## src/rtl/fcd_pkg.sv

```systemverilog
package fcd_pkg;
  typedef enum logic [2:0] {
    OP_PROG     = 3'd0,
    OP_SECT     = 3'd1,
    OP_BLK      = 3'd2,
    OP_CHIP     = 3'd3,
    OP_SUSP     = 3'd4,
    OP_RESUME   = 3'd5,
    OP_ID_ENTER = 3'd6,
    OP_ID_EXIT  = 3'd7
  } op_kind_e;

  typedef enum logic [1:0] {
    JOB_NONE  = 2'd0,
    JOB_PROG  = 2'd1,
    JOB_CHIP  = 2'd2,
    JOB_ERASE = 2'd3
  } job_e;

  typedef enum logic [2:0] {
    SQ_IDLE = 3'd0,
    SQ_U1   = 3'd1,
    SQ_U2   = 3'd2,
    SQ_PROG = 3'd3,
    SQ_E3   = 3'd4,
    SQ_E4   = 3'd5,
    SQ_E5   = 3'd6
  } seq_e;

  localparam int CMD_AW = 11;
  localparam int CMD_DW = 8;

  localparam logic [CMD_AW-1:0] KEY_ADDR_A = 11'h555;
  localparam logic [CMD_AW-1:0] KEY_ADDR_B = 11'h2AA;

  localparam logic [CMD_DW-1:0] KEY_FIRST  = 8'hAA;
  localparam logic [CMD_DW-1:0] KEY_SECOND = 8'h55;
  localparam logic [CMD_DW-1:0] CODE_PROG  = 8'hA0;
  localparam logic [CMD_DW-1:0] CODE_ERASE = 8'h80;
  localparam logic [CMD_DW-1:0] CODE_ID    = 8'h90;
  localparam logic [CMD_DW-1:0] CODE_EXIT  = 8'hF0;
  localparam logic [CMD_DW-1:0] CODE_SUSP  = 8'hB0;
  localparam logic [CMD_DW-1:0] CODE_RES   = 8'h30;
  localparam logic [CMD_DW-1:0] CODE_CHIP  = 8'h10;
  localparam logic [CMD_DW-1:0] CODE_SECT  = 8'h50;
  localparam logic [CMD_DW-1:0] CODE_BLK   = 8'h30;
endpackage

```

## src/rtl/fcd_sequencer.sv

```systemverilog
module fcd_sequencer
  import fcd_pkg::*;
(
  input  logic              clk,
  input  logic              rst_n,
  input  logic              wr_valid,
  input  logic [CMD_AW-1:0] cmd_addr,
  input  logic [CMD_DW-1:0] cmd_data,
  input  job_e              job,
  input  logic              suspended,
  output logic              hit,
  output op_kind_e          hit_kind
);
  seq_e seq_q, seq_d;
  logic is_first;
  logic is_second;
  seq_e restart;

  always_comb begin
    is_first  = (cmd_addr == KEY_ADDR_A) && (cmd_data == KEY_FIRST);
    is_second = (cmd_addr == KEY_ADDR_B) && (cmd_data == KEY_SECOND);
    restart   = is_first ? SQ_U1 : SQ_IDLE;
    seq_d     = seq_q;
    hit       = 1'b0;
    hit_kind  = OP_PROG;
    if (wr_valid) begin
      case (job)
        JOB_PROG, JOB_CHIP: seq_d = SQ_IDLE;
        JOB_ERASE: begin
          seq_d = SQ_IDLE;
          if (cmd_data == CODE_SUSP) begin
            hit      = 1'b1;
            hit_kind = OP_SUSP;
          end
        end
        default: begin
          if (seq_q != SQ_PROG && cmd_data == CODE_EXIT) begin
            hit      = 1'b1;
            hit_kind = OP_ID_EXIT;
            seq_d    = SQ_IDLE;
          end else if (seq_q != SQ_PROG && suspended && cmd_data == CODE_RES) begin
            hit      = 1'b1;
            hit_kind = OP_RESUME;
            seq_d    = SQ_IDLE;
          end else begin
            case (seq_q)
              SQ_IDLE: seq_d = restart;
              SQ_U1:   seq_d = is_second ? SQ_U2 : restart;
              SQ_U2: begin
                if (cmd_addr == KEY_ADDR_A && cmd_data == CODE_PROG) begin
                  seq_d = SQ_PROG;
                end else if (cmd_addr == KEY_ADDR_A && cmd_data == CODE_ERASE) begin
                  seq_d = SQ_E3;
                end else if (cmd_addr == KEY_ADDR_A && cmd_data == CODE_ID) begin
                  hit      = 1'b1;
                  hit_kind = OP_ID_ENTER;
                  seq_d    = SQ_IDLE;
                end else begin
                  seq_d = restart;
                end
              end
              SQ_PROG: begin
                hit      = 1'b1;
                hit_kind = OP_PROG;
                seq_d    = SQ_IDLE;
              end
              SQ_E3: seq_d = is_first ? SQ_E4 : SQ_IDLE;
              SQ_E4: seq_d = is_second ? SQ_E5 : restart;
              SQ_E5: begin
                seq_d = SQ_IDLE;
                if (cmd_data == CODE_CHIP && cmd_addr == KEY_ADDR_A) begin
                  hit      = 1'b1;
                  hit_kind = OP_CHIP;
                end else if (cmd_data == CODE_SECT) begin
                  hit      = 1'b1;
                  hit_kind = OP_SECT;
                end else if (cmd_data == CODE_BLK) begin
                  hit      = 1'b1;
                  hit_kind = OP_BLK;
                end else begin
                  seq_d = restart;
                end
              end
              default: seq_d = SQ_IDLE;
            endcase
          end
        end
      endcase
    end
  end

  always_ff @(posedge clk or negedge rst_n) begin
    if (!rst_n) seq_q <= SQ_IDLE;
    else        seq_q <= seq_d;
  end
endmodule

```

## src/rtl/fcd_guard.sv

```systemverilog
module fcd_guard
  import fcd_pkg::*;
#(
  parameter int RW        = 10,
  parameter int PROT_OFS  = 2,
  parameter int BLK_OFS   = 4
) (
  input  op_kind_e        kind,
  input  logic [RW-1:0]   region,
  input  logic            wp_n,
  input  logic            suspended,
  input  logic            susp_blk,
  input  logic [RW-1:0]   susp_region,
  output logic            allow
);
  logic bottom_hit;
  logic blk0_hit;
  logic same_sect;
  logic same_blk;
  logic in_susp;

  always_comb begin
    bottom_hit = (region[RW-1:PROT_OFS] == '0);
    blk0_hit   = (region[RW-1:BLK_OFS] == '0);
    same_sect  = (region == susp_region);
    same_blk   = (region[RW-1:BLK_OFS] == susp_region[RW-1:BLK_OFS]);
    in_susp    = susp_blk ? same_blk : same_sect;
    case (kind)
      OP_PROG: allow = !(!wp_n && bottom_hit) && !(suspended && in_susp);
      OP_SECT: allow = !suspended && !(!wp_n && bottom_hit);
      OP_BLK:  allow = !suspended && !(!wp_n && blk0_hit);
      OP_CHIP: allow = !suspended && wp_n;
      default: allow = 1'b1;
    endcase
  end
endmodule

```

## src/rtl/fcd_job_tracker.sv

```systemverilog
module fcd_job_tracker
  import fcd_pkg::*;
#(
  parameter int RW = 10
) (
  input  logic          clk,
  input  logic          rst_n,
  input  logic          busy,
  input  logic          start,
  input  op_kind_e      kind,
  input  logic [RW-1:0] region,
  output job_e          job,
  output logic          suspended,
  output logic          susp_blk,
  output logic [RW-1:0] susp_region,
  output logic          id_mode
);
  job_e          job_q, job_d;
  logic          seen_q, seen_d;
  logic          susp_q, susp_d;
  logic          blk_q, blk_d;
  logic [RW-1:0] reg_q, reg_d;
  logic          id_q, id_d;

  always_comb begin
    job_d  = job_q;
    seen_d = seen_q;
    susp_d = susp_q;
    blk_d  = blk_q;
    reg_d  = reg_q;
    id_d   = id_q;
    if (start) begin
      case (kind)
        OP_PROG: begin job_d = JOB_PROG; seen_d = 1'b0; end
        OP_CHIP: begin job_d = JOB_CHIP; seen_d = 1'b0; end
        OP_SECT, OP_BLK: begin
          job_d  = JOB_ERASE;
          seen_d = 1'b0;
          blk_d  = (kind == OP_BLK);
          reg_d  = region;
        end
        OP_SUSP:     begin job_d = JOB_NONE; seen_d = 1'b0; susp_d = 1'b1; end
        OP_RESUME:   begin job_d = JOB_ERASE; seen_d = 1'b0; susp_d = 1'b0; end
        OP_ID_ENTER: id_d = 1'b1;
        default:     id_d = 1'b0;
      endcase
    end else begin
      if (job_q != JOB_NONE && busy) seen_d = 1'b1;
      if (seen_q && !busy) begin
        job_d  = JOB_NONE;
        seen_d = 1'b0;
      end
    end
  end

  always_ff @(posedge clk or negedge rst_n) begin
    if (!rst_n) begin
      job_q  <= JOB_NONE;
      seen_q <= 1'b0;
      susp_q <= 1'b0;
      blk_q  <= 1'b0;
      reg_q  <= '0;
      id_q   <= 1'b0;
    end else begin
      job_q  <= job_d;
      seen_q <= seen_d;
      susp_q <= susp_d;
      blk_q  <= blk_d;
      reg_q  <= reg_d;
      id_q   <= id_d;
    end
  end

  assign job         = job_q;
  assign suspended   = susp_q;
  assign susp_blk    = blk_q;
  assign susp_region = reg_q;
  assign id_mode     = id_q;
endmodule

```

## src/rtl/flash_cmd_decoder.sv

```systemverilog
module flash_cmd_decoder
  import fcd_pkg::*;
#(
  parameter int AW         = 21,
  parameter int DW         = 16,
  parameter int SECT_BITS  = 11,
  parameter int BLK_BITS   = 15,
  parameter int PROT_SECTS = 4
) (
  input  logic          clk,
  input  logic          rst_n,
  input  logic          wr_valid,
  input  logic [AW-1:0] wr_addr,
  input  logic [DW-1:0] wr_data,
  input  logic          wp_n,
  input  logic          busy,
  output logic          op_valid,
  output logic [2:0]    op_kind,
  output logic [AW-1:0] op_addr,
  output logic [DW-1:0] op_data,
  output logic          id_mode,
  output logic          erase_suspended
);
  localparam int PROT_BITS = SECT_BITS + $clog2(PROT_SECTS);
  localparam int RW        = AW - SECT_BITS;
  localparam int PROT_OFS  = PROT_BITS - SECT_BITS;
  localparam int BLK_OFS   = BLK_BITS - SECT_BITS;

  logic [1:0]    rst_sync_q;
  logic          rst_int_n;
  logic          hit;
  op_kind_e      hit_kind;
  logic          allow;
  logic          accept;
  job_e          job;
  logic          suspended;
  logic          susp_blk;
  logic [RW-1:0] susp_region;
  logic [RW-1:0] region;

  always_ff @(posedge clk or negedge rst_n) begin
    if (!rst_n) rst_sync_q <= 2'b00;
    else        rst_sync_q <= {rst_sync_q[0], 1'b1};
  end
  assign rst_int_n = rst_sync_q[1];
  assign region    = wr_addr[AW-1:SECT_BITS];

  fcd_sequencer u_seq (
    .clk       (clk),
    .rst_n     (rst_int_n),
    .wr_valid  (wr_valid),
    .cmd_addr  (wr_addr[CMD_AW-1:0]),
    .cmd_data  (wr_data[CMD_DW-1:0]),
    .job       (job),
    .suspended (suspended),
    .hit       (hit),
    .hit_kind  (hit_kind)
  );

  fcd_guard #(.RW(RW), .PROT_OFS(PROT_OFS), .BLK_OFS(BLK_OFS)) u_guard (
    .kind        (hit_kind),
    .region      (region),
    .wp_n        (wp_n),
    .suspended   (suspended),
    .susp_blk    (susp_blk),
    .susp_region (susp_region),
    .allow       (allow)
  );

  assign accept = hit && allow;

  fcd_job_tracker #(.RW(RW)) u_jobs (
    .clk         (clk),
    .rst_n       (rst_int_n),
    .busy        (busy),
    .start       (accept),
    .kind        (hit_kind),
    .region      (region),
    .job         (job),
    .suspended   (suspended),
    .susp_blk    (susp_blk),
    .susp_region (susp_region),
    .id_mode     (id_mode)
  );

  op_kind_e      kind_q;
  logic          valid_q;
  logic [AW-1:0] addr_q;
  logic [DW-1:0] data_q;

  always_ff @(posedge clk or negedge rst_int_n) begin
    if (!rst_int_n) begin
      valid_q <= 1'b0;
      kind_q  <= OP_PROG;
      addr_q  <= '0;
      data_q  <= '0;
    end else begin
      valid_q <= accept;
      if (accept) begin
        kind_q <= hit_kind;
        addr_q <= wr_addr;
        data_q <= wr_data;
      end
    end
  end

  assign op_valid        = valid_q;
  assign op_kind         = kind_q;
  assign op_addr         = addr_q;
  assign op_data         = data_q;
  assign erase_suspended = suspended;
endmodule

```

## config.mk

```make
export PLATFORM = sky130hd
export DESIGN_NAME = flash_cmd_decoder
export DESIGN_NICKNAME = d
export VERILOG_FILES = /design/src/rtl/fcd_pkg.sv /design/src/rtl/fcd_sequencer.sv /design/src/rtl/fcd_guard.sv /design/src/rtl/fcd_job_tracker.sv /design/src/rtl/flash_cmd_decoder.sv
export SDC_FILE = /design/constraint.sdc
export NUM_CORES = 1
export LEC_CHECK = 0
export BUFFER_PORTS_ARGS = -buffer_cell sky130_fd_sc_hd__buf_2
export CORE_MARGIN = 2
export CORE_UTILIZATION = 25
export DETAILED_ROUTE_END_ITERATION = 16
export GPL_ROUTABILITY_DRIVEN = 0
export SLEW_MARGIN = 30
export SYNTH_ARGS = -nofsm -noshare
export SYNTH_HDL_FRONTEND = slang
export SYNTH_SLANG_ARGS = --single-unit
```

## constraint.sdc

```tcl
create_clock -name clk -period 3.65 [get_ports clk]
set_clock_uncertainty 0.05 [all_clocks]
set_input_delay 0.365 -clock clk [delete_from_list [all_inputs] [get_ports clk]]
set_output_delay 0.365 -clock clk [all_outputs]
set_load 0.05 [all_outputs]
```

# Word level (Yosys, flattened, before mapping)
# Index checks and enable logic that the tools add are counted.
[totals]
ff_bits = 62
input_bits = 42
out_inout_bits = 43
word_cells = 137
[op_classes]
eq_ne = 32
muxes = 49
bitwise_logic = 1
reduce_logical = 43
[ops]
columns = ["operator", "count"]
rows = [
  ["two-way mux 3 bit", 21],
  ["== test 8 bit (second input constant)", 6],
  ["logical AND 1 bit", 19],
  ["== test 3 bit (second input constant)", 6],
  ["one-hot mux 3 bit (6 select lines)", 1],
  ["== test 8 x 7 -> 1 bit (second input constant)", 2],
  ["two-way mux 1 bit", 16],
  ["== test 3 x 2 -> 1 bit (second input constant)", 4],
  ["one-hot mux 3 bit (2 select lines)", 2],
  ["== test 11 x 10 -> 1 bit (second input constant)", 1],
  ["== test 11 bit (second input constant)", 1],
  ["== test 10 bit", 1],
  ["AND reduction 2 bit", 5],
  ["== test 8 x 5 -> 1 bit (second input constant)", 1],
  ["== test 8 x 6 -> 1 bit (second input constant)", 1],
  ["logical NOT 8 bit", 1],
  ["one-hot mux 2 bit (4 select lines)", 1],
  ["== test 3 x 1 -> 1 bit (second input constant)", 2],
  ["== test 6 bit", 1],
  ["logical NOT 1 bit", 6],
  ["logical NOT 3 bit", 2],
  ["logical NOT 6 bit", 1],
  ["two-way mux 2 bit", 3],
  ["one-hot mux 1 bit (2 select lines)", 3],
  ["other kinds (13)", 18],
]

# Logic depth before layout (Yosys ltp)
# Gate-level depths: netlist of run 1.
[depth]
word_depth = 15
depth_mapped = 9
ltp_nobuf = 7

# Modules after synthesis
# Synthesis of run 1 repeated with hierarchy kept, for this count alone.
[hier_totals]
cells_unflattened = 242
area_unflattened_um2 = 3183.1
[by_module_without_submodules]
columns = ["module", "n_inst", "cells_each", "area_each_um2", "seq_area_each_um2"]
rows = [
  ["flash_cmd_decoder", 1, 90, 1731.7, 1076.0],
  ["fcd_job_tracker", 1, 53, 755.7, 400.4],
  ["fcd_sequencer", 1, 75, 519.2, 75.1],
  ["fcd_guard", 1, 24, 176.4, 0.0],
]

# Worst setup path after synthesis of run 1
# No wires, ideal clock.
[synth_path]
path_type = "register to register"
startpoint = "register u_jobs.susp_q (netlist: u_jobs.suspended)"
endpoint = "register addr_q[10] (netlist: op_addr[10])"
setup_ps = 127
arrival_ps = 2825
required_time_ps = 3473
path_slack_ps = 648
path_stages_with_launch = 9
n_path_buf = 1
period_less_slack_ps = 3002
path_cell_list = "dfrtp_1 > or3b_1 > a2111o_1 > o32ai_4 > mux2_4 > a21boi_2 > a21oi_4 > buf_6 > mux2_1"
[synth_between]
elab_chain_len = 9
[synth_rtl]
columns = ["item", "line_no", "source"]
rows = [
  ["start: declaration", "fcd_job_tracker.sv:20", "logic susp_q, susp_d;"],
  ["start signal: assignment", "fcd_job_tracker.sv:67", "susp_q <= susp_d;"],
  ["logical AND 1 bit (2 in series)", "fcd_sequencer.sv:41", "end else if (seq_q != SQ_PROG && suspended && cmd_data == CODE_RES) begin"],
  ["two-way mux 3 bit", "fcd_sequencer.sv:41", ""],
  ["two-way mux 3 bit", "fcd_sequencer.sv:37", "if (seq_q != SQ_PROG && cmd_data == CODE_EXIT) begin"],
  ["one-hot mux 3 bit (2 select lines)", "fcd_sequencer.sv:27", "case (job)"],
  ["two-way mux 3 bit", "fcd_sequencer.sv:26", "if (wr_valid) begin"],
  ["== test 3 x 2 -> 1 bit, or another cell as far along", "fcd_guard.sv:28", "case (kind)"],
  ["one-hot mux 1 bit (4 select lines)", "fcd_guard.sv:28", ""],
  ["logical AND 1 bit (*)", "flash_cmd_decoder.sv:70", "assign accept = hit && allow;"],
  ["end signal: assignment", "flash_cmd_decoder.sv:101", "addr_q <= wr_addr;"],
  ["end: declaration", "flash_cmd_decoder.sv:88", "logic [AW-1:0] addr_q;"],
]
# Every way passes the cells marked *; elsewhere a longest branch is shown, timed or not.
# A chain may end at the register's enable or synchronous reset.

# Final worst setup path of run 1
[layout_path]
startpoint = "register u_jobs.susp_q (netlist: u_jobs.suspended)"
endpoint = "register addr_q[2] (netlist: op_addr[2])"
# Same word-level chain as after synthesis.

==> results.tsv, run 1 <==
metric	value	unit
PortBufs	84	
worst vdd ir	0.000569	V
sequential fraction of the synthesis area	50.3	%
Critical Path RT	3.81	ns
CTS Buffer Depth	2	
Avg WL per Cell	15.3	um
# IOs	85	
latest clock arrival within the worst-skew pair	0.33	ns
worst hold path type	primary input to flop	
area of the mapped netlist	3080	um^2
initial antenna violation count	0	
Die Width	115	um
Post-synth top cells	dfrtp_1, mux2_2, mux2_1	
Synth Net Count	285	
Avg Inst Size Synth	12.7	um^2
global-route wire length before repair	12200	um
Least-Margin Pin Slew	0.834	ns
post-layout util	33.7	%
CP endpoint kind	flop	
critical path class	flop to flop	
drt first pass iters	6	
static leakage	1.86	nW
Max Slew Vio Count	0	
Setup Buffers After CTS	0	
core area	12000	um^2
Setup TNS	0	ns
share of layout cells above drive strength 1	42.9	%
status	complete, no violations	
DRC	0	
Setup crit start kind	flop	
Synth area leader	dfrtp_1	
fin crit share	93.7	%
Initial Util	25.7	%
Distinct cells, synth	59	
Crit path arrival time	3.58	ns
Power Dens Cells	868	nW/um^2
deepest level of the CTS H-tree	3	
die area	13200	um^2
WL final	7520	um
nets@finish	382	
most common cell in the netlist	dfrtp_1	
Total Power	3.51	mW
dominant cells by area after synthesis	dfrtp_1, mux2_2, mux2_1	
via count	2353	
Peak Freq	0.292	GHz
CP max FO	24	
#FFs+latches synth	62	
HPWL after DPL	5770	um
initial drt markers	69	
max_slew headroom	44.2	%
CTS tree	done	
Synth-to-Final Area Change	31.2	%
pre-CTS setup slack	0.133	ns
Worst-path clk slew	0.06	ns
Ant. Diodes	0	
count of final setup violators	0	
CTS root buf	clkbuf_16	
Post-synth EDFFs	0	
Worst Slack Setup Final	0.228	ns
Mapped Cells	243	
GR Util All Layers	12.0	%
post-CTS sizing	0	
CTS Sinks	62	
post-DR vias/cell	4.78	
max_cap viols	0	
Die Y	115	um
number of cell rows	40	
Tmin final	3.42	ns
total gr overflow	0	
ys flop type	dfrtp_1	
largest net degree at the start of global routing	40	
Ys Warns	0	
Final Hold Viols	0	
RSZ-0062 raised after global routing	no	
Yosys top cell area share	50.3	%
vias in the first global route	2370	
fraction of registers with async set/reset	100	%
number of CTS-inserted buffers	9	
ANT nets after route	0	
-- per-layer routing --
layer / wire length (um) / GRT usage, % / vias to the layer above
li1: - / - / 1118
met1: 3330 / 14.8 / 1139
met2: 3620 / 19.5 / 86
met3: 442 / 3.69 / 10
met4: 125 / 5.38 / 0
met5: 0 / 0 / -
-- per-stage QoR --
step	cell area [um^2]	cells	hold slack [ns]
2_1_floorplan	3080	243	0.0194
3_3_place_gp	3700	475	0.100
3_5_place_dp	3700	475	0.103
4_1_cts	4040	492	0.196
5_1_grt	4050	492	0.196
6_report	4050	492	0.206
-- kinds of logic after synthesis --
logic type      Yosys count  synth area share, %
compound gates           42                 11.5
xor+xnor                 10                 2.84
buf+inv                  10                 2.23
flops                    62                 50.3
mux                      51                 18.7
other cells               1                0.122
simple gates             67                 14.2
-- cell usage in the layout (no fill, tap or decap), types with 2 or more instances in the layout --
cell type   n
mux2_2     29
nand4_1     3
nand3_1     4
a2111o_1    2
and3_1      3
o2bb2ai_1   2
inv_1       4
nor3_1      3
buf_4       6
or4_1       3
or3b_1      3
o21a_1      2
xnor2_1     7
clkbuf_8    2
and2_1      2
a21oi_1     7
dfrtp_1    61
nand2b_1    2
or2_2       2
clkbuf_16   9
buf_2      84
bufinv_16   2
a21o_1      2
o21ai_1     2
nor4bb_1    3
o22ai_1     2
mux2_1     20
nor2_1     11
o21ai_0     5
nand2_1     8
nor4_1      3
a22o_1      3
nor2b_1     2
and4_1      2
and3b_1     2
nor3b_1     3
xor2_1      3
a31oi_1     3
-- flip-flops by register name, indices dropped and copies added (netlist names) --
signal,flops
op_data,16
op_addr,21
u_jobs.id_mode,1
op_kind,3
u_jobs.job,2
u_jobs.susp_blk,1
op_valid,1
u_jobs.seen_q,1
u_seq.seq_q,3
rst_sync_q,2
u_jobs.susp_region,10
u_jobs.suspended,1
-- critical path, stage by stage, from the launching register on --
cell	delay, ns
dfrtp_1	0.49
or3b_1	0.42
a2111o_1	0.50
o32ai_4	0.21
and4_1	0.23
o21ai_1	0.09
a21oi_4	0.69
buf_12	0.26
mux2_2	0.35
-- what timing repair did --
action                     in CTS  in global routing
hold buffers                    1                  0
hold endpoints to repair        2                  0
setup endpoints to repair       0                  0
-- worst paths after layout --
kind,start,end,slack [ns],cells after the start
setup / recovery,u_jobs.suspended,op_addr[2],0.23,8
hold / removal,wr_data[13],op_data[13],0.21,2
setup reg to reg,u_jobs.suspended,op_addr[2],0.23,8
hold reg to reg,rst_sync_q[1],op_addr[18],0.26,0
max in group asynchronous,rst_sync_q[1],u_seq.seq_q[0],2.61,1
min in group asynchronous,rst_sync_q[1],op_addr[18],0.26,0
-- report_power, final --
group | switching (mW) | internal (mW)
Clock | 0.303 | 0.634
Combinational | 1.09 | 0.424
Sequential | 0.125 | 0.933
-- final cells by class --
cell class              count  area, um^2
fillers                  1209        7970
clock inverters             5        81.3
well taps                 147         184
flip-flops and latches     62        1560
multi-input cells         171        1460
repair buffers             92         495
clock buffers              11         253
inverters                   4        15.0
Note: power is estimated with default switching activity, not from simulation.
==> run 2: changes to the inputs <==
--- a/config.mk
+++ b/config.mk
@@ -6,6 +6,8 @@
 export NUM_CORES = 1
 export LEC_CHECK = 0
 export BUFFER_PORTS_ARGS = -buffer_cell sky130_fd_sc_hd__buf_2
+export CAP_MARGIN = 5
+export CORE_ASPECT_RATIO = 1.5
 export CORE_MARGIN = 2
 export CORE_UTILIZATION = 25
 export DETAILED_ROUTE_END_ITERATION = 16
==> run 2 against run 1 <==
Net effect:
- power decreased by 5.6%
- clock-buffer cell count increased by 3
- critical path type unchanged
- final cell count increased by 0.20%
- maximum frequency increased by 6.5%
- global-route usage about the same
- hold slack got worse by 0.0036 ns
- worst setup slack improved by 0.21 ns
- routed wire length increased by 2.4%
- die area increased by 0.13%
- register-to-register slack improved by 0.21 ns
- critical path depth unchanged
==> results.tsv, run 2 (synthesized netlist as in run 1, its figures left out) <==
metric	value	unit	change
Final Hold Viols	0		unchanged
Inst Count DP	476		+0.21%
Synth-to-Final Area Change	27.6	%	
Crit path arrival time	3.37	ns	-0.21 ns
Crit path max-delay family	compound AO/OA/AOI/OAI gates		
Critical Path Max Stage Delay	0.50	ns	-0.19 ns
PortBufs	84		unchanged
Setup TNS	0	ns	unchanged
GR Util All Layers	12.1	%	+0.040 points
Finished Layout Cells	493		+0.20%
max_cap viols	0		unchanged
CTS root buf	clkbuf_16		
die area	13300	um^2	+0.13%
Ant. Diodes	0		unchanged
Die Width	94.7	um	-18%
worst-path cell with the longest stage delay	a2111o_1		
Reg2Reg Depth	8		unchanged
Avg WL per Cell	15.6	um	+2.2%
worst path bufs/invs	1		unchanged
total gr overflow	0		unchanged
Tmin final	3.21	ns	-0.209 ns
max_slew headroom	52.2	%	+8.0 points
CTS Sinks	62		unchanged
largest net degree at the start of global routing	33		-18%
CP endpoint kind	flop		
worst vdd ir	0.000350	V	-38%
share of power burned in registers	31.9	%	+1.8 points
Setup crit start kind	flop		
setup slack, reg-to-reg	0.44	ns	+0.21 ns
fin crit share	88.0	%	-5.7 points
Combinational Power Share	45.8	%	+2.6 points
min-delay src	wr_data[12]		
Worst-path clk slew	0.05	ns	about the same
CTS Buffer Depth	2		unchanged
DRC	0		unchanged
worst hold path type	primary input to flop		
number of CTS-inserted buffers	9		unchanged
Least-Margin Pin Slew	0.717	ns	-0.118 ns
CP max FO	30		+25%
count of final setup violators	0		unchanged
RR Endpoint	op_data[1]		
deepest level of the CTS H-tree	3		unchanged
Critical Path RT	3.81	ns	about the same
RSZ-0062 raised after global routing	no		
number of cell rows	49		+23%
via count	2367		+0.59%
Multi-input gate area	1460	um^2	unchanged
nets@finish	377		-1.3%
clock share of power	22.2	%	-4.5 points
Die Y	140	um	+22%
latest clock arrival within the worst-skew pair	0.33	ns	about the same
Sw Share	45.3	%	+2.0 points
worst path cell trace	or3b_1 > a2111o_1 > o32ai_4 > and4_1 > o21ai_1 > a21oi_4 > buf_12 > mux2_2		
static leakage	1.80	nW	-3.3%
max reg flops	21		unchanged
Hold Path Depth	2		unchanged
critical path class	flop to flop		
FF-to-FF Start	u_jobs.suspended		
hold endpoint	op_data[12]		
Switch Pwr	1.50	mW	-1.2%
Critical Path Stages	8		unchanged
global-route wire length before repair	12100	um	-1.0%
initial antenna violation count	0		unchanged
Max Slew Vio Count	0		unchanged
commonest non-fill, non-tap cell in the layout	buf_2		
# IOs	85		unchanged
core area	12000	um^2	about the same
ANT nets after route	0		unchanged
CTS tree	done		
Peak Freq	0.311	GHz	+6.5%
Filler cells	1270		+5.0%
drt first pass iters	5		-1
most frequent cells in the layout	buf_2, dfrtp_1, mux2_2		
vias in the first global route	2414		+1.9%
WL final	7700	um	+2.4%
post-DR vias/cell	4.80		+0.39%
Power Dens Cells	842	nW/um^2	-2.9%
Sequential Area	1550	um^2	-0.16%
status	complete, no violations		
initial drt markers	42		-39%
share of layout cells above drive strength 1	40.6	%	-2.3 points
Setup Buffers After CTS	0		unchanged
Initial Util	25.7	%	about the same
HPWL after DPL	5930	um	+2.9%
internal power	1.81	mW	-9.0%
## run 2: cell count changes in the layout (fill, tap and decap cells not counted), sizes merged
cell and delta:
clkbuf +3, bufinv -2, clkinvlp -1, buf -5
## run 2: worst max-delay path by stage
| stage | startpoint | to | slack [ns] |
|---|---|---|---|
| floorplan | u_jobs.suspended | op_addr[10] | 0.65 |
| global route | u_jobs.suspended | op_addr[15] | 0.23 |
| CTS | u_jobs.suspended | op_data[1] | 0.40 |
| global placement | wr_data[5] | op_data[2] | 0.35 |
| detailed placement | wr_data[5] | op_data[11] | 0.27 |
| finish | u_jobs.suspended | op_data[1] | 0.44 |
## run 2: per-stage QoR
step | power, mW | utilization (%) | hold slack [ns] | instance area (um^2) | setup WS, ns
2_1_floorplan | 2.24 | - | 0.0194 | 3080 | 0.648
3_3_place_gp | 2.58 | 30.5 | 0.102 | 3670 | 0.349
3_5_place_dp | 2.61 | 30.5 | 0.101 | 3670 | 0.274
4_1_cts | 3.37 | 32.7 | 0.189 | 3930 | 0.396
5_1_grt | 3.49 | 32.7 | 0.208 | 3930 | 0.229
6_report | 3.31 | 32.7 | 0.203 | 3930 | 0.437
## run 2: final cells by class
class | instances | share of cell area [%]
clock buffers | 14 | 6.20
clock inverters | 2 | 0.254
inverters | 4 | 0.382
multi-input cells | 171 | 37.2
flip-flops and latches | 62 | 39.5
well taps | 153 | 4.87
repair buffers | 87 | 11.6
## run 2: power by group through the flow
| stage | Combinational [mW] | Clock [mW] | Sequential [mW] |
|---|---|---|---|
| 2_1_floorplan | 0.401 | 0 | 1.84 |
| 3_3_place_gp | 1.52 | 0 | 1.06 |
| 3_5_place_dp | 1.54 | 0 | 1.07 |
| 4_1_cts | 1.54 | 0.762 | 1.06 |
| 5_1_grt | 1.60 | 0.794 | 1.09 |
| 6_report | 1.52 | 0.737 | 1.06 |
## run 2: per-layer routing
layer,routed length (um),track usage [%],vias up
met5,0,0,-
met3,369,2.74,13
met1,2950,12.9,1191
li1,-,-,1101
met2,4170,21.5,62
met4,209,6.64,0
## run 2: timing repair
action / 4_1_cts / 5_1_grt
hold buffers: 1 / 0
endpoints found under the hold margin: 2 / 0
resized for setup: 0 / 0
==> run 3: changes to the inputs <==
--- a/config.mk
+++ b/config.mk
@@ -7,12 +7,16 @@
 export LEC_CHECK = 0
 export BUFFER_PORTS_ARGS = -buffer_cell sky130_fd_sc_hd__buf_2
 export CAP_MARGIN = 5
+export CELL_PAD_IN_SITES_DETAIL_PLACEMENT = 0
+export CELL_PAD_IN_SITES_GLOBAL_PLACEMENT = 1
 export CORE_ASPECT_RATIO = 1.5
 export CORE_MARGIN = 2
 export CORE_UTILIZATION = 25
 export DETAILED_ROUTE_END_ITERATION = 16
 export GPL_ROUTABILITY_DRIVEN = 0
+export PLACE_DENSITY_LB_ADDON = 0.1
 export SLEW_MARGIN = 30
 export SYNTH_ARGS = -nofsm -noshare
 export SYNTH_HDL_FRONTEND = slang
 export SYNTH_SLANG_ARGS = --single-unit
+export TNS_END_PERCENT = 30
==> run 3 against run 2 <==
Net effect:
- die area unchanged
- critical path depth unchanged
- design area up 2.5%
- critical endpoint is now op_data[12]
- sequential share of layout area down 0.97 points
- highest routed layer unchanged
- largest power group unchanged
==> results.tsv, run 3 (synthesized netlist as in run 1, its figures left out) <==
metric	value	unit	change
CP endpoint kind	flop		
die area	13300	um^2	unchanged
critical path class	flop to flop		
Setup Buffers After CTS	0		unchanged
post-CTS sizing	0		unchanged
Tmin final	2.99	ns	-0.226 ns
CTS root buf	clkbuf_16		
Avg WL per Cell	16.7	um	+7.1%
Reg2Reg Depth	8		unchanged
HPWL after DPL	6210	um	+4.6%
Detail Route met3 WL	384	um	+4.1%
largest net degree at the start of global routing	61		+85%
Crit path arrival time	3.14	ns	-0.23 ns
number of cell rows	49		unchanged
fin crit share	81.8	%	-6.2 points
commonest non-fill, non-tap cell in the layout	buf_2		
worst vdd ir	0.000384	V	+9.5%
DRC	0		unchanged
critical path capture point	op_data[12]		
WL final	8350	um	+8.4%
FF-to-FF Start	u_jobs.suspended		
latest clock arrival within the worst-skew pair	0.33	ns	about the same
CTS tree	done		
Setup crit start	u_jobs.suspended		
Hold Path Depth	2		unchanged
Die Width	94.7	um	unchanged
number of CTS-inserted buffers	9		unchanged
Peak Freq	0.335	GHz	+7.6%
vias in the first global route	2470		+2.3%
nets@finish	383		+1.6%
Setup crit start kind	flop		
Total Power	3.47	mW	+4.8%
Initial Util	25.7	%	unchanged
setup slack, reg-to-reg	0.66	ns	+0.23 ns
Switch Pwr	1.52	mW	+1.1%
Die Y	140	um	unchanged
Sw Share	43.7	%	-1.6 points
GR Util All Layers	13.3	%	+1.3 points
Final Hold Viols	0		unchanged
post-DR vias/cell	4.76		-0.79%
core area	12000	um^2	unchanged
drt first pass iters	4		-1
max_cap viols	0		unchanged
status	complete, no violations		
top routing layer in use	met4		
total gr overflow	0		unchanged
ANT nets after route	0		unchanged
Ant. Diodes	0		unchanged
RSZ-0062 raised after global routing	no		
Setup TNS	0	ns	unchanged
count of final setup violators	0		unchanged
deepest level of the CTS H-tree	3		unchanged
CTS Sinks	62		unchanged
internal power	1.95	mW	+7.8%
share of layout cells above drive strength 1	43.1	%	+2.5 points
Synth-to-Final Area Change	30.8	%	
Power Dens Cells	861	nW/um^2	+2.2%
# IOs	85		unchanged
Worst-path clk slew	0.06	ns	about the same
initial antenna violation count	0		unchanged
clock share of power	26.0	%	+3.8 points
Critical Path RT	3.80	ns	about the same
hold_buf cts	1		unchanged
met2 wire length	4540	um	+8.8%
share of power burned in registers	30.0	%	-1.9 points
Combinational Power Share	44.0	%	-1.8 points
CP max FO	23		-23%
Max Slew Vio Count	0		unchanged
global-route wire length before repair	13300	um	+9.7%
via count	2377		+0.42%
max_slew headroom	46.3	%	-5.9 points
RR Endpoint	op_data[12]		
PortBufs	84		unchanged
static leakage	1.87	nW	+3.7%
initial drt markers	71		+69%
max reg flops	21		unchanged
wl on met1	3280	um	+11%
most frequent cells in the layout	buf_2, dfrtp_1, mux2_2		
CTS Buffer Depth	2		unchanged
Least-Margin Pin Slew	0.806	ns	+0.0891 ns
worst hold path type	primary input to flop		
[run 3: power by group through the flow]
stage / Clock, mW / Sequential, mW / Combinational (mW)
after global routing: 0.961 / 1.08 / 1.61
after floorplan: 0 / 1.84 / 0.401
after CTS: 0.930 / 1.05 / 1.55
after detailed placement: 0 / 1.06 / 1.55
after global placement: 0 / 1.05 / 1.54
final: 0.901 / 1.04 / 1.53
[run 3: worst max-delay path, stage by stage (launching register included)]
cell      delay (ns)
dfrtp_1         0.38
or3b_1          0.39
a2111o_1        0.51
o32ai_4         0.23
mux2_4          0.34
a21boi_2        0.25
a21oi_4         0.09
buf_4           0.25
mux2_1          0.35
[run 3: cell type report]
class / instances / area, um^2
multi-input combinational: 171 / 1460
sequential: 62 / 1550
tap: 153 / 191
fill: 1282 / 7980
clock buffer: 13 / 280
timing repair buffer: 93 / 490
clock inverter: 3 / 40.0
inverter: 4 / 15.0
[run 3: worst min-delay path by stage]
stage,startpoint,endpoint,slack (ns)
global placement,rst_n,rst_sync_q[0],0.10
floorplan,rst_n,rst_sync_q[0],0.02
global route,wr_data[14],op_data[14],0.20
detailed placement,rst_n,rst_sync_q[0],0.10
CTS,wr_data[13],op_data[13],0.19
finish,wr_data[14],op_data[14],0.20
[run 3: routing by layer]
metal,global-route usage (%),vias up
met1,14.9,1197
met4,6.03,0
met5,0,-
met3,3.23,10
li1,-,1114
met2,23.5,56
[run 3: through the flow]
stage / worst slack [ns] / std cells / util (%) / area, um^2 / hold WS [ns]
CTS: 0.632 / 499 / 33.6 / 4030 / 0.185
floorplan: 0.648 / 243 / - / 3080 / 0.0194
global route: 0.549 / 499 / 33.6 / 4030 / 0.199
finish: 0.663 / 499 / 33.6 / 4030 / 0.197
global placement: 0.442 / 482 / 30.8 / 3700 / 0.100
detailed placement: 0.412 / 482 / 30.8 / 3700 / 0.102
